`src/rtl/pio_pkg.sv`:
```
package pio_pkg;
  typedef enum logic [1:0] {
    CPL_OK  = 2'd0,
    CPL_UR  = 2'd1,
    CPL_ERR = 2'd2
  } cpl_status_e;

  typedef enum logic [1:0] {
    ST_IDLE,
    ST_WR,
    ST_RD,
    ST_CPL
  } eng_state_e;

  localparam logic [1:0] RESP_OKAY = 2'b00;
endpackage

```
`src/rtl/pio_addr_map.sv`:
```
module pio_addr_map #(
  parameter int BAR_W      = 3,
  parameter int TARGET_BAR = 2,
  parameter int PF_W       = 2,
  parameter int VF_W       = 2,
  parameter int OFF_W      = 22,
  parameter int LEN_W      = 8,
  parameter int DW         = 64,
  localparam int AW        = 1 + PF_W + VF_W + OFF_W
) (
  input  logic [BAR_W-1:0] bar_i,
  input  logic             vf_active_i,
  input  logic [PF_W-1:0]  pf_i,
  input  logic [VF_W-1:0]  vf_i,
  input  logic [OFF_W-1:0] off_i,
  input  logic [LEN_W-1:0] len_i,
  output logic [AW-1:0]    addr_o,
  output logic             ok_o
);
  localparam int BYTES = DW / 8;
  localparam int ALIGN = $clog2(BYTES);

  logic bar_hit, len_hit, aligned;

  assign bar_hit = (bar_i == BAR_W'(TARGET_BAR));
  assign len_hit = (len_i == LEN_W'(BYTES));
  assign aligned = (off_i[ALIGN-1:0] == '0);
  assign ok_o    = bar_hit && len_hit && aligned;
  assign addr_o  = {vf_active_i, pf_i, vf_i, off_i};
endmodule

```
`src/rtl/pio_axil_engine.sv`:
```
module pio_axil_engine
  import pio_pkg::*;
#(
  parameter int AW    = 27,
  parameter int DW    = 64,
  parameter int TAG_W = 8,
  localparam int SW   = DW / 8
) (
  input  logic             clk_i,
  input  logic             rst_ni,
  input  logic             req_valid_i,
  output logic             req_ready_o,
  input  logic             req_write_i,
  input  logic             req_ok_i,
  input  logic [AW-1:0]    req_addr_i,
  input  logic [DW-1:0]    req_wdata_i,
  input  logic [TAG_W-1:0] req_tag_i,
  output logic             m_awvalid_o,
  input  logic             m_awready_i,
  output logic [AW-1:0]    m_awaddr_o,
  output logic [2:0]       m_awprot_o,
  output logic             m_wvalid_o,
  input  logic             m_wready_i,
  output logic [DW-1:0]    m_wdata_o,
  output logic [SW-1:0]    m_wstrb_o,
  input  logic             m_bvalid_i,
  output logic             m_bready_o,
  input  logic [1:0]       m_bresp_i,
  output logic             m_arvalid_o,
  input  logic             m_arready_i,
  output logic [AW-1:0]    m_araddr_o,
  output logic [2:0]       m_arprot_o,
  input  logic             m_rvalid_i,
  output logic             m_rready_o,
  input  logic [DW-1:0]    m_rdata_i,
  input  logic [1:0]       m_rresp_i,
  output logic             cpl_valid_o,
  input  logic             cpl_ready_i,
  output logic [TAG_W-1:0] cpl_tag_o,
  output logic [DW-1:0]    cpl_rdata_o,
  output logic [1:0]       cpl_status_o
);
  eng_state_e       state_q;
  logic             aw_q, w_q, ar_q;
  logic [AW-1:0]    addr_q;
  logic [DW-1:0]    wdata_q, rdata_q;
  logic [TAG_W-1:0] tag_q;
  cpl_status_e      status_q;

  always_ff @(posedge clk_i or negedge rst_ni) begin
    if (!rst_ni) begin
      state_q  <= ST_IDLE;
      aw_q     <= 1'b0;
      w_q      <= 1'b0;
      ar_q     <= 1'b0;
      addr_q   <= '0;
      wdata_q  <= '0;
      rdata_q  <= '0;
      tag_q    <= '0;
      status_q <= CPL_OK;
    end else begin
      unique case (state_q)
        ST_IDLE: if (req_valid_i) begin
          tag_q   <= req_tag_i;
          addr_q  <= req_addr_i;
          wdata_q <= req_wdata_i;
          rdata_q <= '0;
          if (!req_ok_i) begin
            status_q <= CPL_UR;
            state_q  <= ST_CPL;
          end else if (req_write_i) begin
            aw_q    <= 1'b1;
            w_q     <= 1'b1;
            state_q <= ST_WR;
          end else begin
            ar_q    <= 1'b1;
            state_q <= ST_RD;
          end
        end
        ST_WR: begin
          if (aw_q && m_awready_i) aw_q <= 1'b0;
          if (w_q && m_wready_i)   w_q  <= 1'b0;
          if (m_bready_o && m_bvalid_i) begin
            status_q <= (m_bresp_i == RESP_OKAY) ? CPL_OK : CPL_ERR;
            state_q  <= ST_CPL;
          end
        end
        ST_RD: begin
          if (ar_q && m_arready_i) ar_q <= 1'b0;
          if (m_rready_o && m_rvalid_i) begin
            rdata_q  <= m_rdata_i;
            status_q <= (m_rresp_i == RESP_OKAY) ? CPL_OK : CPL_ERR;
            state_q  <= ST_CPL;
          end
        end
        ST_CPL: if (cpl_ready_i) state_q <= ST_IDLE;
        default: state_q <= ST_IDLE;
      endcase
    end
  end

  assign req_ready_o  = (state_q == ST_IDLE);
  assign m_awvalid_o  = aw_q;
  assign m_awaddr_o   = addr_q;
  assign m_awprot_o   = 3'b000;
  assign m_wvalid_o   = w_q;
  assign m_wdata_o    = wdata_q;
  assign m_wstrb_o    = '1;
  // B only after both address and data are gone
  assign m_bready_o   = (state_q == ST_WR) && !aw_q && !w_q;
  assign m_arvalid_o  = ar_q;
  assign m_araddr_o   = addr_q;
  assign m_arprot_o   = 3'b000;
  assign m_rready_o   = (state_q == ST_RD) && !ar_q;
  assign cpl_valid_o  = (state_q == ST_CPL);
  assign cpl_tag_o    = tag_q;
  assign cpl_rdata_o  = rdata_q;
  assign cpl_status_o = status_q;

  assert_aw_hold_R6: assert property (@(posedge clk_i) disable iff (!rst_ni)
    m_awvalid_o && !m_awready_i |=> m_awvalid_o && $stable(m_awaddr_o));
  assert_w_hold_R6: assert property (@(posedge clk_i) disable iff (!rst_ni)
    m_wvalid_o && !m_wready_i |=> m_wvalid_o && $stable(m_wdata_o));
  assert_ar_hold_R7: assert property (@(posedge clk_i) disable iff (!rst_ni)
    m_arvalid_o && !m_arready_i |=> m_arvalid_o && $stable(m_araddr_o));
  assert_aw_w_pair_R5: assert property (@(posedge clk_i) disable iff (!rst_ni)
    $rose(m_awvalid_o) |-> $rose(m_wvalid_o));
  assert_single_R9: assert property (@(posedge clk_i) disable iff (!rst_ni)
    req_valid_i && req_ready_o |=> !req_ready_o);
  assert_cpl_hold_R10: assert property (@(posedge clk_i) disable iff (!rst_ni)
    cpl_valid_o && !cpl_ready_i |=> cpl_valid_o && $stable(cpl_tag_o)
      && $stable(cpl_rdata_o) && $stable(cpl_status_o));
endmodule

```
`src/rtl/pio_axil_bridge.sv`:
```
module pio_axil_bridge #(
  parameter int NUM_PF     = 4,
  parameter int NUM_VF     = 4,
  parameter int BAR_BYTES  = 4194304,
  parameter int TARGET_BAR = 2,
  parameter int BAR_W      = 3,
  parameter int LEN_W      = 8,
  parameter int TAG_W      = 8,
  parameter int DW         = 64,
  localparam int PF_W      = (NUM_PF > 1) ? $clog2(NUM_PF) : 1,
  localparam int VF_W      = (NUM_VF > 1) ? $clog2(NUM_VF) : 1,
  localparam int OFF_W     = $clog2(BAR_BYTES),
  localparam int AW        = 1 + PF_W + VF_W + OFF_W
) (
  input  logic             clk_i,
  input  logic             rst_ni,
  input  logic             req_valid_i,
  output logic             req_ready_o,
  input  logic             req_write_i,
  input  logic [BAR_W-1:0] req_bar_i,
  input  logic             req_vf_active_i,
  input  logic [PF_W-1:0]  req_pf_i,
  input  logic [VF_W-1:0]  req_vf_i,
  input  logic [OFF_W-1:0] req_off_i,
  input  logic [LEN_W-1:0] req_len_i,
  input  logic [DW-1:0]    req_wdata_i,
  input  logic [TAG_W-1:0] req_tag_i,
  output logic             m_awvalid_o,
  input  logic             m_awready_i,
  output logic [AW-1:0]    m_awaddr_o,
  output logic [2:0]       m_awprot_o,
  output logic             m_wvalid_o,
  input  logic             m_wready_i,
  output logic [DW-1:0]    m_wdata_o,
  output logic [DW/8-1:0]  m_wstrb_o,
  input  logic             m_bvalid_i,
  output logic             m_bready_o,
  input  logic [1:0]       m_bresp_i,
  output logic             m_arvalid_o,
  input  logic             m_arready_i,
  output logic [AW-1:0]    m_araddr_o,
  output logic [2:0]       m_arprot_o,
  input  logic             m_rvalid_i,
  output logic             m_rready_o,
  input  logic [DW-1:0]    m_rdata_i,
  input  logic [1:0]       m_rresp_i,
  output logic             cpl_valid_o,
  input  logic             cpl_ready_i,
  output logic [TAG_W-1:0] cpl_tag_o,
  output logic [DW-1:0]    cpl_rdata_o,
  output logic [1:0]       cpl_status_o
);
  logic [AW-1:0] map_addr;
  logic          map_ok;

  pio_addr_map #(
    .BAR_W(BAR_W), .TARGET_BAR(TARGET_BAR), .PF_W(PF_W), .VF_W(VF_W),
    .OFF_W(OFF_W), .LEN_W(LEN_W), .DW(DW)
  ) u_map (
    .bar_i(req_bar_i), .vf_active_i(req_vf_active_i), .pf_i(req_pf_i),
    .vf_i(req_vf_i), .off_i(req_off_i), .len_i(req_len_i),
    .addr_o(map_addr), .ok_o(map_ok)
  );

  pio_axil_engine #(.AW(AW), .DW(DW), .TAG_W(TAG_W)) u_eng (
    .clk_i, .rst_ni,
    .req_valid_i, .req_ready_o, .req_write_i,
    .req_ok_i(map_ok), .req_addr_i(map_addr),
    .req_wdata_i, .req_tag_i,
    .m_awvalid_o, .m_awready_i, .m_awaddr_o, .m_awprot_o,
    .m_wvalid_o, .m_wready_i, .m_wdata_o, .m_wstrb_o,
    .m_bvalid_i, .m_bready_o, .m_bresp_i,
    .m_arvalid_o, .m_arready_i, .m_araddr_o, .m_arprot_o,
    .m_rvalid_i, .m_rready_o, .m_rdata_i, .m_rresp_i,
    .cpl_valid_o, .cpl_ready_i, .cpl_tag_o, .cpl_rdata_o, .cpl_status_o
  );

  // a rejected request goes straight to an unsupported completion
  assert_reject_no_axi_R1: assert property (@(posedge clk_i) disable iff (!rst_ni)
    req_valid_i && req_ready_o && !map_ok |=>
      cpl_valid_o && !m_awvalid_o && !m_arvalid_o && cpl_status_o == 2'd1);
  assert_aligned_R3: assert property (@(posedge clk_i) disable iff (!rst_ni)
    m_awvalid_o || m_arvalid_o |-> m_awaddr_o[2:0] == 3'b000);
endmodule

```
`config.mk`:
```
export PLATFORM = sky130hd
export DESIGN_NAME = pio_axil_bridge
export DESIGN_NICKNAME = d
export VERILOG_FILES = /design/src/rtl/pio_pkg.sv /design/src/rtl/pio_addr_map.sv /design/src/rtl/pio_axil_engine.sv /design/src/rtl/pio_axil_bridge.sv
export SDC_FILE = /design/constraint.sdc
export NUM_CORES = 1
export LEC_CHECK = 0
export ABC_AREA = 1
export BUFFER_PORTS_ARGS = -buffer_cell sky130_fd_sc_hd__clkbuf_2
export CAP_MARGIN = 20
export CORE_ASPECT_RATIO = 0.5
export CORE_MARGIN = 4
export CORE_UTILIZATION = 32
export CTS_CLUSTER_SIZE = 40
export DETAILED_ROUTE_END_ITERATION = 8
export HOLD_SLACK_MARGIN = 0.02
export PLACE_DENSITY = 0.7
export REMOVE_ABC_BUFFERS = 1
export SLEW_MARGIN = 10
export SYNTH_ARGS = -nofsm -noshare
export SYNTH_HDL_FRONTEND = slang
export SYNTH_SLANG_ARGS = --single-unit
```
`constraint.sdc`:
```
create_clock -name clk_i -period 2.1 [get_ports clk_i]
set_input_delay 0.315 -clock clk_i [delete_from_list [all_inputs] [get_ports clk_i]]
set_output_delay 0.315 -clock clk_i [all_outputs]
set_load 0.02 [all_outputs]
```
==> results of run 1 <==
[state kept, by name (all words and copies together) (netlist names)]
name,cells
u_eng.m_arvalid_o,1
u_eng.cpl_status_o,2
u_eng.state_q,2
u_eng.m_araddr_o,27
u_eng.cpl_tag_o,8
u_eng.m_wdata_o,64
u_eng.cpl_rdata_o,64
u_eng.m_awvalid_o,1
u_eng.m_wvalid_o,1
[cell type report]
class / instances / area, µm² / area share, %
Inverter: 13 / 51.3 / 0.517
Timing Repair Buffer: 403 / 2140 / 21.6
Sequential cell: 170 / 4250 / 42.9
Clock inverter: 12 / 178 / 1.79
Clock buffer: 17 / 425 / 4.29
Multi-Input combinational cell: 571 / 2500 / 25.2
Tap cell: 300 / 375 / 3.78
[power by group]
| group | internal, mW | switching [mW] | total [mW] |
|---|---|---|---|
| clock | 1.97 | 1.28 | 3.25 |
| combinational | 2.54 | 5.43 | 7.97 |
| sequential | 4.71 | 0.919 | 5.63 |
| total | 9.22 | 7.63 | 16.8 |
[worst paths after layout]
kind / start / endpoint / slack (ps) / cells after the start
worst max-delay path: u_eng.state_q[1] / m_bready_o / 140 / 5
worst min-delay path: req_wdata_i[9] / u_eng.m_wdata_o[9] / 80 / 3
worst max register to register: u_eng.state_q[0] / u_eng.state_q[0] / 310 / 10
worst min register to register: u_eng.cpl_rdata_o[62] / u_eng.cpl_rdata_o[62] / 470 / 2
max in group asynchronous: rst_ni / u_eng.m_wdata_o[38] / 1050 / 3
min in group asynchronous: rst_ni / u_eng.m_wdata_o[41] / 310 / 2
[metrics by stage]
step | total power [mW] | instance area (µm²)
final | 16.8 | 9930
after floorplan | 10.4 | 6780
after CTS | 17.1 | 9920
after global placement | 13.5 | 9310
after global routing | 18.0 | 9930
after detailed placement | 13.7 | 9310
[Yosys cell counts]
cell	number
o21ai_0	4
buf_4	45
o22ai_1	1
nand2_2	1
buf_2	14
nor2_1	13
inv_2	1
nand4_1	2
nor3_1	1
dfrtp_1	170
nand3b_1	1
inv_1	11
clkbuf_1	9
buf_6	10
ha_1	4
nand3_1	43
nand2_1	452
inv_4	1
a21oi_1	2
a21oi_4	1
buf_12	4
nor2_4	1
o21ai_4	1
nand3_2	30
conb_1	2
[cell families after synthesis]
family                     Yosys count  share of synthesized area [%]
DFF                                170                           57.7
and+or+nand+nor                    544                           31.3
buffers and inverters               95                           9.30
AOI/OAI and AO/OA                    9                          0.934
other                                2                          0.102
adders and majority gates            4                          0.679
[per-layer routing]
metal / up-vias / part of all wire, % / GRT usage [%]
li1: 3188 / - / -
met1: 3181 / 40 / 20.6
met2: 190 / 52 / 28.3
met3: 39 / 5.2 / 3.57
met4: 0 / 2.2 / 6.44
met5: - / 0 / 0
[worst register-to-register path: stages, from the launching register on]
cell     delay, ps
dfrtp_1        400
inv_1          110
ha_2           250
inv_4           80
nor2_4          40
a21oi_4        220
buf_12         250
nand3_1        170
nor2_1         110
nand2_1         60
nand2_1         50
[timing repair]
action	4_1_cts	5_1_grt
resized for setup	1	1
pin swaps	0	0
endpoints found under the setup margin	1	1
endpoints found under the hold margin	24	0
buffers inserted	0	0
cloned	0	0
hold buffers	1	0
[cells in the final DEF (no fill, tap or decap), types with 10 or more instances in the layout]
cell type | synthesis | layout
buf_4 | 45 | 10
clkbuf_16 | 0 | 17
clkbuf_2 | 0 | 385
conb_1 | 2 | 14
dfrtp_1 | 170 | 170
inv_1 | 11 | 11
nand2_1 | 452 | 452
nand3_1 | 43 | 43
nand3_2 | 30 | 30
nor2_1 | 13 | 13
==> impl_metrics.xml, run 1 <==
<?xml version="1.0" encoding="UTF-8"?>
<metrics>
  <group name="run_status">
    <metric name="outcome" unit="">complete, no violations</metric>
  </group>
  <group name="synthesis">
    <metric name="synth_largest_area_cell" unit="">dfrtp_1</metric>
    <metric name="synth_top_cell_area_share" unit="%">57.7</metric>
    <metric name="post_synth_main_area_contributors" unit="">dfrtp_1 58%, nand2_1 23%, buf_4 4.6%</metric>
    <metric name="synth.ff_latch_count" unit="">170</metric>
    <metric name="synth_area_per_cell" unit="µm²">8.94</metric>
    <metric name="synth_seq_area_share" unit="%">57.7</metric>
    <metric name="synth.yosys.warnings" unit="">0</metric>
    <metric name="ys_types" unit="">25</metric>
    <metric name="synthesis.area" unit="mm²">0.00737</metric>
    <metric name="gate_count_post_synth" unit="">824</metric>
  </group>
  <group name="place">
    <metric name="place.port_buffers" unit="">386</metric>
    <metric name="placedCellCount" unit="">1456</metric>
    <metric name="routabilityCongestion" unit="">0.895</metric>
    <metric name="placement.setup.worst_slack" unit="ps">216</metric>
    <metric name="detailedPlacementHpwl" unit="µm">16900</metric>
  </group>
  <group name="power_and_ir_drop">
    <metric name="worst_ir_drop_vdd" unit="mV">0.584</metric>
    <metric name="powerDensity" unit="mW/mm²">1700</metric>
    <metric name="leakagePower" unit="nW">5.86</metric>
  </group>
  <group name="cells_and_area">
    <metric name="area.growth.synth_to_final" unit="%">34.7</metric>
    <metric name="postLayoutCoreUtil" unit="%">44.8</metric>
    <metric name="drive_gt1_share" unit="%">39.6</metric>
    <metric name="antenna_cells" unit="">0</metric>
    <metric name="n_fill_cell" unit="">2200</metric>
    <metric name="final_nets" unit="">1368</metric>
    <metric name="post_layout_nonfiller_instances" unit="">1486</metric>
  </group>
  <group name="die">
    <metric name="die_h" unit="µm">115</metric>
    <metric name="chipWidth" unit="µm">223</metric>
    <metric name="core_region_area" unit="mm²">0.0222</metric>
    <metric name="io-pin-count" unit="">401</metric>
    <metric name="rows" unit="">38</metric>
    <metric name="floorplan.initialDensity" unit="%">33.3</metric>
    <metric name="die-area" unit="mm²">0.0257</metric>
  </group>
  <group name="cts">
    <metric name="numCtsBuffers" unit="">17</metric>
    <metric name="clock_sink_count" unit="">170</metric>
    <metric name="root_buffer" unit="">clkbuf_16</metric>
    <metric name="clk_transition_reported_paths" unit="ps">70</metric>
    <metric name="cts.htree.levels" unit="">4</metric>
    <metric name="ctsLongestPathBuffers" unit="">2</metric>
    <metric name="clock_tree_from_tritoncts" unit="">built</metric>
    <metric name="clk-insertion-delay-late" unit="ps">430</metric>
  </group>
  <group name="critical_path">
    <metric name="cp_data_required_time" unit="ps">1780</metric>
    <metric name="end_kind" unit="">output port</metric>
    <metric name="crit_slowest_cell" unit="">dfrtp_1</metric>
    <metric name="cp.arrival" unit="ps">1650</metric>
    <metric name="path_common_cell" unit="">inv_1</metric>
    <metric name="critPathTopFamily" unit="">flip-flops</metric>
    <metric name="crit_path_class" unit="">reg -&gt; out</metric>
    <metric name="worst_setup_path_start_kind" unit="">flip-flop</metric>
    <metric name="max_incr_delay_on_cp" unit="ps">430</metric>
    <metric name="cp_max_fo" unit="">4</metric>
    <metric name="critical_path.cell_chain" unit="">inv_1 &gt; ha_1 &gt; inv_1 &gt; nor3_2 &gt; clkbuf_2</metric>
    <metric name="worst-path-buf-inv" unit="">3</metric>
  </group>
  <group name="sta">
    <metric name="post-route-period-util" unit="%">93.5</metric>
    <metric name="minimum_period_implied_by_the_final_worst_setup_slack" unit="ps">1960</metric>
    <metric name="setup_slack" unit="ps">136</metric>
    <metric name="number_of_failing_hold_endpoints_at_the_final_stage" unit="">0</metric>
    <metric name="finalClockSkew" unit="ps">11.0</metric>
    <metric name="timing.fmax" unit="MHz">509</metric>
    <metric name="grt_setup_unrepaired" unit="">no</metric>
    <metric name="fin_max_slew_vios" unit="">0</metric>
    <metric name="setup_total_negative_slack" unit="ps">0</metric>
    <metric name="setup_viol" unit="">0</metric>
    <metric name="hold_slack" unit="ps">77.3</metric>
  </group>
  <group name="detailed_routing">
    <metric name="routedWlPerCell" unit="µm">14.8</metric>
    <metric name="drt_first_iter_violations" unit="">388</metric>
    <metric name="detailedRoute.firstPassIterationCount" unit="">5</metric>
    <metric name="post-route-drc-count" unit="">0</metric>
    <metric name="postRouteWirelength" unit="µm">22000</metric>
    <metric name="final_antenna_net_count" unit="">0</metric>
    <metric name="avgViaCountPerCell" unit="">4.44</metric>
    <metric name="dr_total_vias" unit="">6598</metric>
  </group>
  <group name="global_route">
    <metric name="grt_pass1_wl" unit="µm">33800</metric>
    <metric name="globalRouteTotalUtil" unit="%">16.4</metric>
    <metric name="grt_pass1_vias" unit="">6417</metric>
    <metric name="grt_overflow_total" unit="">0</metric>
    <metric name="grt_max_degree" unit="">78</metric>
    <metric name="grt_antenna_before_repair" unit="">0</metric>
  </group>
  <group name="worst_hold_path">
    <metric name="timing.hold.worst.class" unit="">in -&gt; reg</metric>
  </group>
  <group name="job">
    <metric name="max_cap_check_violation_count" unit="">0</metric>
  </group>
</metrics>
(Power assumes the default switching activity.)
==> run 2: changes to the inputs <==
- RECOVER_POWER: unset -> 100
==> run 2 against run 1 <==
  * Non-clock buffer count stayed put
  * Global-route usage stayed put
  * Sequential share of layout area grew 1.3 points
  * Clock skew about the same
  * Die area unchanged
==> impl_metrics.xml, run 2 (same netlist as run 1, synthesis figures left out) <==
<?xml version="1.0" encoding="UTF-8"?>
<metrics>
  <group name="run_status">
    <metric name="outcome" unit="">complete, no violations</metric>
  </group>
  <group name="critical_path">
    <metric name="crit_path_class" unit="">reg -&gt; out</metric>
    <metric name="regToRegStartpoint" unit="">u_eng.state_q[0]</metric>
    <metric name="worst-path-buf-inv" unit="">3</metric>
    <metric name="rr_endpoint" unit="">u_eng.cpl_rdata_o[20]</metric>
    <metric name="critical_path.cell_chain" unit="">inv_1 &gt; ha_1 &gt; inv_1 &gt; nor3_2 &gt; clkbuf_2</metric>
    <metric name="ff2ff_setup_slack" unit="ps">220</metric>
    <metric name="critPathTopFamily" unit="">flip-flops</metric>
    <metric name="cp_data_required_time" unit="ps">1780</metric>
    <metric name="crit_slowest_cell" unit="">dfrtp_1</metric>
    <metric name="max_incr_delay_on_cp" unit="ps">430</metric>
    <metric name="end_kind" unit="">output port</metric>
    <metric name="worst_setup_path_start_kind" unit="">flip-flop</metric>
    <metric name="cp.arrival" unit="ps">1650</metric>
    <metric name="cp_max_fo" unit="">4</metric>
    <metric name="path_common_cell" unit="">inv_1</metric>
    <metric name="reg2regPathDepth" unit="">9</metric>
  </group>
  <group name="power_and_ir_drop">
    <metric name="post-layout-total-power" unit="mW">16.4</metric>
    <metric name="p_sw_share" unit="%">46.5</metric>
    <metric name="p_seq_share" unit="%">34.2</metric>
    <metric name="worst_ir_drop_vdd" unit="mV">0.566</metric>
    <metric name="power_frac_comb" unit="%">46.0</metric>
    <metric name="netSwitchingPower" unit="mW">7.64</metric>
    <metric name="powerDensity" unit="mW/mm²">1700</metric>
    <metric name="cell_internal_pwr" unit="mW">8.78</metric>
    <metric name="p_clk_share" unit="%">19.8</metric>
    <metric name="leakagePower" unit="nW">5.23</metric>
  </group>
  <group name="cts">
    <metric name="ctsLongestPathBuffers" unit="">2</metric>
    <metric name="clk-insertion-delay-late" unit="ps">430</metric>
    <metric name="clk_transition_reported_paths" unit="ps">70</metric>
    <metric name="clock_tree_from_tritoncts" unit="">built</metric>
    <metric name="root_buffer" unit="">clkbuf_16</metric>
    <metric name="cts.htree.levels" unit="">4</metric>
    <metric name="numCtsBuffers" unit="">17</metric>
    <metric name="clock_sink_count" unit="">170</metric>
  </group>
  <group name="sta">
    <metric name="worst_slew_margin_rel" unit="%">42.2</metric>
    <metric name="minimum_period_implied_by_the_final_worst_setup_slack" unit="ps">1970</metric>
    <metric name="number_of_failing_hold_endpoints_at_the_final_stage" unit="">0</metric>
    <metric name="timing.fmax" unit="MHz">509</metric>
    <metric name="tightestPinTransition" unit="ps">867</metric>
    <metric name="post-route-period-util" unit="%">93.6</metric>
    <metric name="setup_viol" unit="">0</metric>
    <metric name="grt_setup_unrepaired" unit="">no</metric>
    <metric name="finalClockSkew" unit="ps">11.4</metric>
    <metric name="fin_max_slew_vios" unit="">0</metric>
    <metric name="hold_slack" unit="ps">76.3</metric>
  </group>
  <group name="die">
    <metric name="core_region_area" unit="mm²">0.0222</metric>
    <metric name="die-area" unit="mm²">0.0257</metric>
    <metric name="rows" unit="">38</metric>
    <metric name="chipWidth" unit="µm">223</metric>
    <metric name="io-pin-count" unit="">401</metric>
    <metric name="die_h" unit="µm">115</metric>
    <metric name="floorplan.initialDensity" unit="%">33.3</metric>
  </group>
  <group name="detailed_routing">
    <metric name="routedWlPerCell" unit="µm">15.0</metric>
    <metric name="drt_first_iter_violations" unit="">411</metric>
    <metric name="postRouteWirelength" unit="µm">22300</metric>
    <metric name="dr_total_vias" unit="">6592</metric>
    <metric name="post-route-drc-count" unit="">0</metric>
    <metric name="final_antenna_net_count" unit="">0</metric>
    <metric name="avgViaCountPerCell" unit="">4.44</metric>
    <metric name="detailedRoute.firstPassIterationCount" unit="">6</metric>
  </group>
  <group name="cells_and_area">
    <metric name="antenna_cells" unit="">0</metric>
    <metric name="postLayoutCoreUtil" unit="%">43.5</metric>
    <metric name="final_nets" unit="">1368</metric>
    <metric name="post_layout_nonfiller_instances" unit="">1486</metric>
    <metric name="mostFrequentLayoutCell" unit="">nand2_1</metric>
    <metric name="drive_gt1_share" unit="%">23.0</metric>
    <metric name="final_cell_mix" unit="">452 x nand2_1, 196 x clkbuf_1, 192 x clkbuf_2, 170 x dfrtp_1, 43 x nand3_1</metric>
    <metric name="n_fill_cell" unit="">2322</metric>
    <metric name="area.growth.synth_to_final" unit="%">30.8</metric>
  </group>
  <group name="worst_hold_path">
    <metric name="worst_hold_startpoint" unit="">req_wdata_i[9]</metric>
    <metric name="timing.hold.worst.class" unit="">in -&gt; reg</metric>
    <metric name="hold_path_end" unit="">u_eng.m_wdata_o[9]</metric>
    <metric name="number_of_cells_on_the_worst_hold_path" unit="">3</metric>
  </group>
  <group name="global_route">
    <metric name="grt_max_degree" unit="">78</metric>
    <metric name="grt_pass1_vias" unit="">6417</metric>
    <metric name="grt_overflow_total" unit="">0</metric>
    <metric name="grt_pass1_wl" unit="µm">33800</metric>
    <metric name="globalRouteTotalUtil" unit="%">16.4</metric>
    <metric name="grt_antenna_before_repair" unit="">0</metric>
  </group>
  <group name="place">
    <metric name="detailedPlacementHpwl" unit="µm">16900</metric>
    <metric name="placedCellCount" unit="">1456</metric>
    <metric name="place.port_buffers" unit="">386</metric>
    <metric name="routabilityCongestion" unit="">0.895</metric>
  </group>
  <group name="job">
    <metric name="max_cap_check_violation_count" unit="">0</metric>
  </group>
</metrics>
run 2: cell count changes in the layout (fill, tap and decap cells not counted), sizes merged:
cell | previous run | this run
clkbuf | 402 | 407
buf | 17 | 12
inv | 13 | 12
clkinvlp | 4 | 5
run 2: per-layer routing:
| metal | vias up | track usage (%) | part of all wire (%) |
|---|---|---|---|
| met5 | - | 0 | 0 |
| met4 | 0 | 6.44 | 2.0 |
| met3 | 35 | 3.57 | 4.9 |
| met2 | 193 | 28.3 | 52 |
| met1 | 3178 | 20.6 | 41 |
| li1 | 3186 | - | - |
run 2: through the flow:
step | cell area, µm² | setup TNS (ps) | worst slack, ps
6_report | 9640 | 0 | 134
4_1_cts | 9920 | 0 | 38.3
5_1_grt | 9640 | 0 | 24.0
2_1_floorplan | 6780 | -239980 | -1930
3_3_place_gp | 9310 | 0 | 276
3_5_place_dp | 9310 | 0 | 216
run 2: how the worst max path moves through the flow:
stage / from / to / cells past startpoint
global placement: u_eng.state_q[0] / u_eng.state_q[0] / 10
detailed placement: u_eng.state_q[0] / u_eng.state_q[0] / 10
floorplan: u_eng.state_q[0] / u_eng.cpl_rdata_o[36] / 6
global route: u_eng.state_q[0] / u_eng.state_q[0] / 10
CTS: u_eng.state_q[0] / req_ready_o / 4
finish: u_eng.state_q[1] / m_bready_o / 5
run 2: worst register-to-register path: stages (launching register included):
cell and delay, ps:
dfrtp_1 420, inv_1 140, ha_2 260, clkinvlp_2 190
nor2_4 160, a21oi_4 80, o21ai_4 170, buf_12 260
nand2_1 80, nand2_1 70
run 2: cell type report:
class	count	area (µm²)	share of cell area, %
Tap cell	300	375	3.89
Inverter	13	50.0	0.519
Multi-Input combinational cell	571	2500	25.9
Timing Repair Buffer	403	1860	19.3
Clock buffer	17	425	4.41
Clock inverter	12	178	1.84
Sequential cell	170	4250	44.1
run 2: power by group through the flow:
stage	logic (mW)	clock network [mW]	registers, mW
2_1_floorplan	2.89	0	7.51
3_3_place_gp	7.92	0	5.61
3_5_place_dp	8.09	0	5.66
4_1_cts	8.11	3.34	5.63
5_1_grt	8.33	3.48	5.79
6_report	7.56	3.25	5.62
run 2: what timing repair did:
item	CTS	global route
hold buffers	1	0
pin swaps	0	0
endpoints found under the hold margin	24	0
setup endpoints to repair	1	1
resized for setup	1	1
setup buffers	0	0
==> run 3: changes to the inputs <==
- clock period: 2.1 -> 2.5 ns (I/O delays scaled with it)
==> run 3 against run 2 <==
  * Die area unchanged
  * Wire length is 1.9% lower
  * Worst setup slack gained 160 ps
  * Combinational power shrank 17%
  * Global-route usage down 0.24 points
  * Clock power shrank 21%
  * Critical path type is now reg -> reg
==> impl_metrics.xml, run 3 (same netlist as run 1, synthesis figures left out) <==
<?xml version="1.0" encoding="UTF-8"?>
<metrics>
  <group name="die">
    <metric name="die_h" unit="µm">115</metric>
    <metric name="floorplan.initialDensity" unit="%">33.3</metric>
    <metric name="rows" unit="">38</metric>
    <metric name="io-pin-count" unit="">401</metric>
    <metric name="chipWidth" unit="µm">223</metric>
    <metric name="core_region_area" unit="mm²">0.0222</metric>
    <metric name="die-area" unit="mm²">0.0257</metric>
  </group>
  <group name="critical_path">
    <metric name="worst_setup_path_start_kind" unit="">flip-flop</metric>
    <metric name="cp.arrival" unit="ps">2580</metric>
    <metric name="critPathTopFamily" unit="">buffers and inverters</metric>
    <metric name="cp_max_fo" unit="">99</metric>
    <metric name="end_kind" unit="">flip-flop</metric>
    <metric name="crit_path_class" unit="">reg -&gt; reg</metric>
    <metric name="max_incr_delay_on_cp" unit="ps">770</metric>
    <metric name="cp_data_required_time" unit="ps">2870</metric>
    <metric name="crit_slowest_cell" unit="">clkbuf_4</metric>
    <metric name="worst-path-buf-inv" unit="">2</metric>
    <metric name="critical_path.cell_chain" unit="">inv_1 &gt; ha_1 &gt; nand2_4 &gt; clkbuf_4 &gt; nand2_1 &gt; nand2_1</metric>
    <metric name="path_common_cell" unit="">nand2_1</metric>
  </group>
  <group name="global_route">
    <metric name="grt_pass1_vias" unit="">6337</metric>
    <metric name="grt_antenna_before_repair" unit="">0</metric>
    <metric name="grt_max_degree" unit="">100</metric>
    <metric name="globalRouteTotalUtil" unit="%">16.2</metric>
    <metric name="grt_pass1_wl" unit="µm">33300</metric>
    <metric name="grt_overflow_total" unit="">0</metric>
  </group>
  <group name="cts">
    <metric name="cts.htree.levels" unit="">4</metric>
    <metric name="postCtsSetupBuffers" unit="">0</metric>
    <metric name="clock_sink_count" unit="">170</metric>
    <metric name="number_of_gates_given_a_new_drive_strength_after_cts" unit="">0</metric>
    <metric name="clk_transition_reported_paths" unit="ps">70</metric>
    <metric name="root_buffer" unit="">clkbuf_16</metric>
    <metric name="ctsLongestPathBuffers" unit="">2</metric>
    <metric name="numCtsBuffers" unit="">17</metric>
    <metric name="clock_tree_from_tritoncts" unit="">built</metric>
    <metric name="ctsHoldBuffers" unit="">1</metric>
    <metric name="clk-insertion-delay-late" unit="ps">440</metric>
  </group>
  <group name="detailed_routing">
    <metric name="detailedRoute.firstPassIterationCount" unit="">4</metric>
    <metric name="avgViaCountPerCell" unit="">4.39</metric>
    <metric name="dr_total_vias" unit="">6510</metric>
    <metric name="routedWlPerCell" unit="µm">14.7</metric>
    <metric name="drt_first_iter_violations" unit="">417</metric>
    <metric name="final_antenna_net_count" unit="">0</metric>
    <metric name="post-route-drc-count" unit="">0</metric>
    <metric name="postRouteWirelength" unit="µm">21900</metric>
  </group>
  <group name="place">
    <metric name="place.port_buffers" unit="">386</metric>
    <metric name="routabilityCongestion" unit="">0.911</metric>
    <metric name="detailedPlacementHpwl" unit="µm">16300</metric>
  </group>
  <group name="power_and_ir_drop">
    <metric name="p_sw_share" unit="%">47.8</metric>
    <metric name="post-layout-total-power" unit="mW">13.5</metric>
    <metric name="cell_internal_pwr" unit="mW">7.07</metric>
    <metric name="p_seq_share" unit="%">34.6</metric>
    <metric name="leakagePower" unit="nW">5.19</metric>
    <metric name="worst_ir_drop_vdd" unit="mV">0.679</metric>
    <metric name="netSwitchingPower" unit="mW">6.46</metric>
    <metric name="powerDensity" unit="mW/mm²">1420</metric>
    <metric name="power_frac_comb" unit="%">46.4</metric>
    <metric name="p_clk_share" unit="%">18.9</metric>
  </group>
  <group name="sta">
    <metric name="grt_setup_unrepaired" unit="">no</metric>
    <metric name="timing.fmax" unit="MHz">453</metric>
    <metric name="post-route-period-util" unit="%">88.3</metric>
    <metric name="setup_viol" unit="">0</metric>
    <metric name="tightestPinTransition" unit="ps">1420</metric>
    <metric name="worst_slew_margin_rel" unit="%">5.60</metric>
    <metric name="number_of_failing_hold_endpoints_at_the_final_stage" unit="">0</metric>
    <metric name="hold_slack" unit="ps">131</metric>
    <metric name="finalClockSkew" unit="ps">7.42</metric>
    <metric name="fin_max_slew_vios" unit="">0</metric>
    <metric name="minimum_period_implied_by_the_final_worst_setup_slack" unit="ps">2210</metric>
  </group>
  <group name="worst_hold_path">
    <metric name="timing.hold.worst.class" unit="">in -&gt; reg</metric>
  </group>
  <group name="run_status">
    <metric name="outcome" unit="">complete, no violations</metric>
  </group>
  <group name="job">
    <metric name="max_cap_check_violation_count" unit="">0</metric>
  </group>
  <group name="cells_and_area">
    <metric name="antenna_cells" unit="">0</metric>
    <metric name="area.growth.synth_to_final" unit="%">29.5</metric>
    <metric name="final_cell_mix" unit="">452 x nand2_1, 198 x clkbuf_1, 189 x clkbuf_2, 170 x dfrtp_1, 43 x nand3_1</metric>
    <metric name="drive_gt1_share" unit="%">22.4</metric>
    <metric name="final_nets" unit="">1362</metric>
    <metric name="mostFrequentLayoutCell" unit="">nand2_1</metric>
  </group>
</metrics>
==> run 3: cell count changes in the layout (fill, tap and decap cells not counted), sizes merged <==
cell | before | now
clkinv | 4 | 5
buf | 12 | 8
bufinv | 4 | 1
clkbuf | 407 | 405
clkinvlp | 5 | 3
inv | 12 | 19
==> run 3: final timing paths <==
kind | start | to | slack, ps | cells after the start
setup / recovery | u_eng.state_q[0] | u_eng.m_wdata_o[2] | 290 | 6
hold / removal | req_pf_i[1] | u_eng.m_araddr_o[25] | 130 | 3
setup reg to reg | u_eng.state_q[0] | u_eng.m_wdata_o[2] | 290 | 6
hold reg to reg | u_eng.cpl_rdata_o[9] | u_eng.cpl_rdata_o[9] | 470 | 2
max in group asynchronous | rst_ni | u_eng.m_wdata_o[57] | 490 | 3
min in group asynchronous | rst_ni | u_eng.m_wdata_o[20] | 820 | 2
==> run 3: worst register-to-register path, delay by kind of cell, from the launching register on <==
kind          cells  cell delay, ps
buf+inv           2             850
flops             1             400
fa+ha+maj         1             380
simple gates      3             510
==> run 3: per-stage QoR <==
step	std cells	setup slack [ps]	setup TNS [ps]	area (µm²)	util (%)
after floorplan	754	-1530	-172440	6780	-
after global placement	1450	408	0	9260	41.8
after detailed placement	1450	353	0	9260	41.8
after CTS	1483	319	0	9840	44.4
after global routing	1483	92.1	0	9550	43.1
final	1483	292	0	9550	43.1
==> run 3: power by group through the flow <==
stage          registers (mW)  clock network [mW]  logic [mW]
2_1_floorplan            6.31                   0        2.42
3_3_place_gp             4.69                   0        6.60
3_5_place_dp             4.74                   0        6.74
4_1_cts                  4.70                2.65        6.76
5_1_grt                  4.84                2.76        6.94
6_report                 4.68                2.56        6.28
==> run 3: final cells by class <==
cell class,instances,area (µm²)
clock inverters,15,143
multi-input cells,571,2470
well taps,300,375
flip-flops and latches,170,4250
repair buffers,397,1820
clock buffers,17,425
fillers,2321,12600
inverters,13,51.3
==> run 3: routing by layer <==
layer | GRT usage, % | wire length, µm | up-vias
li1 | - | - | 3177
met1 | 20.0 | 9050 | 3130
met2 | 27.8 | 11300 | 168
met3 | 3.72 | 1070 | 35
met4 | 6.73 | 481 | 0
met5 | 0 | 0 | -
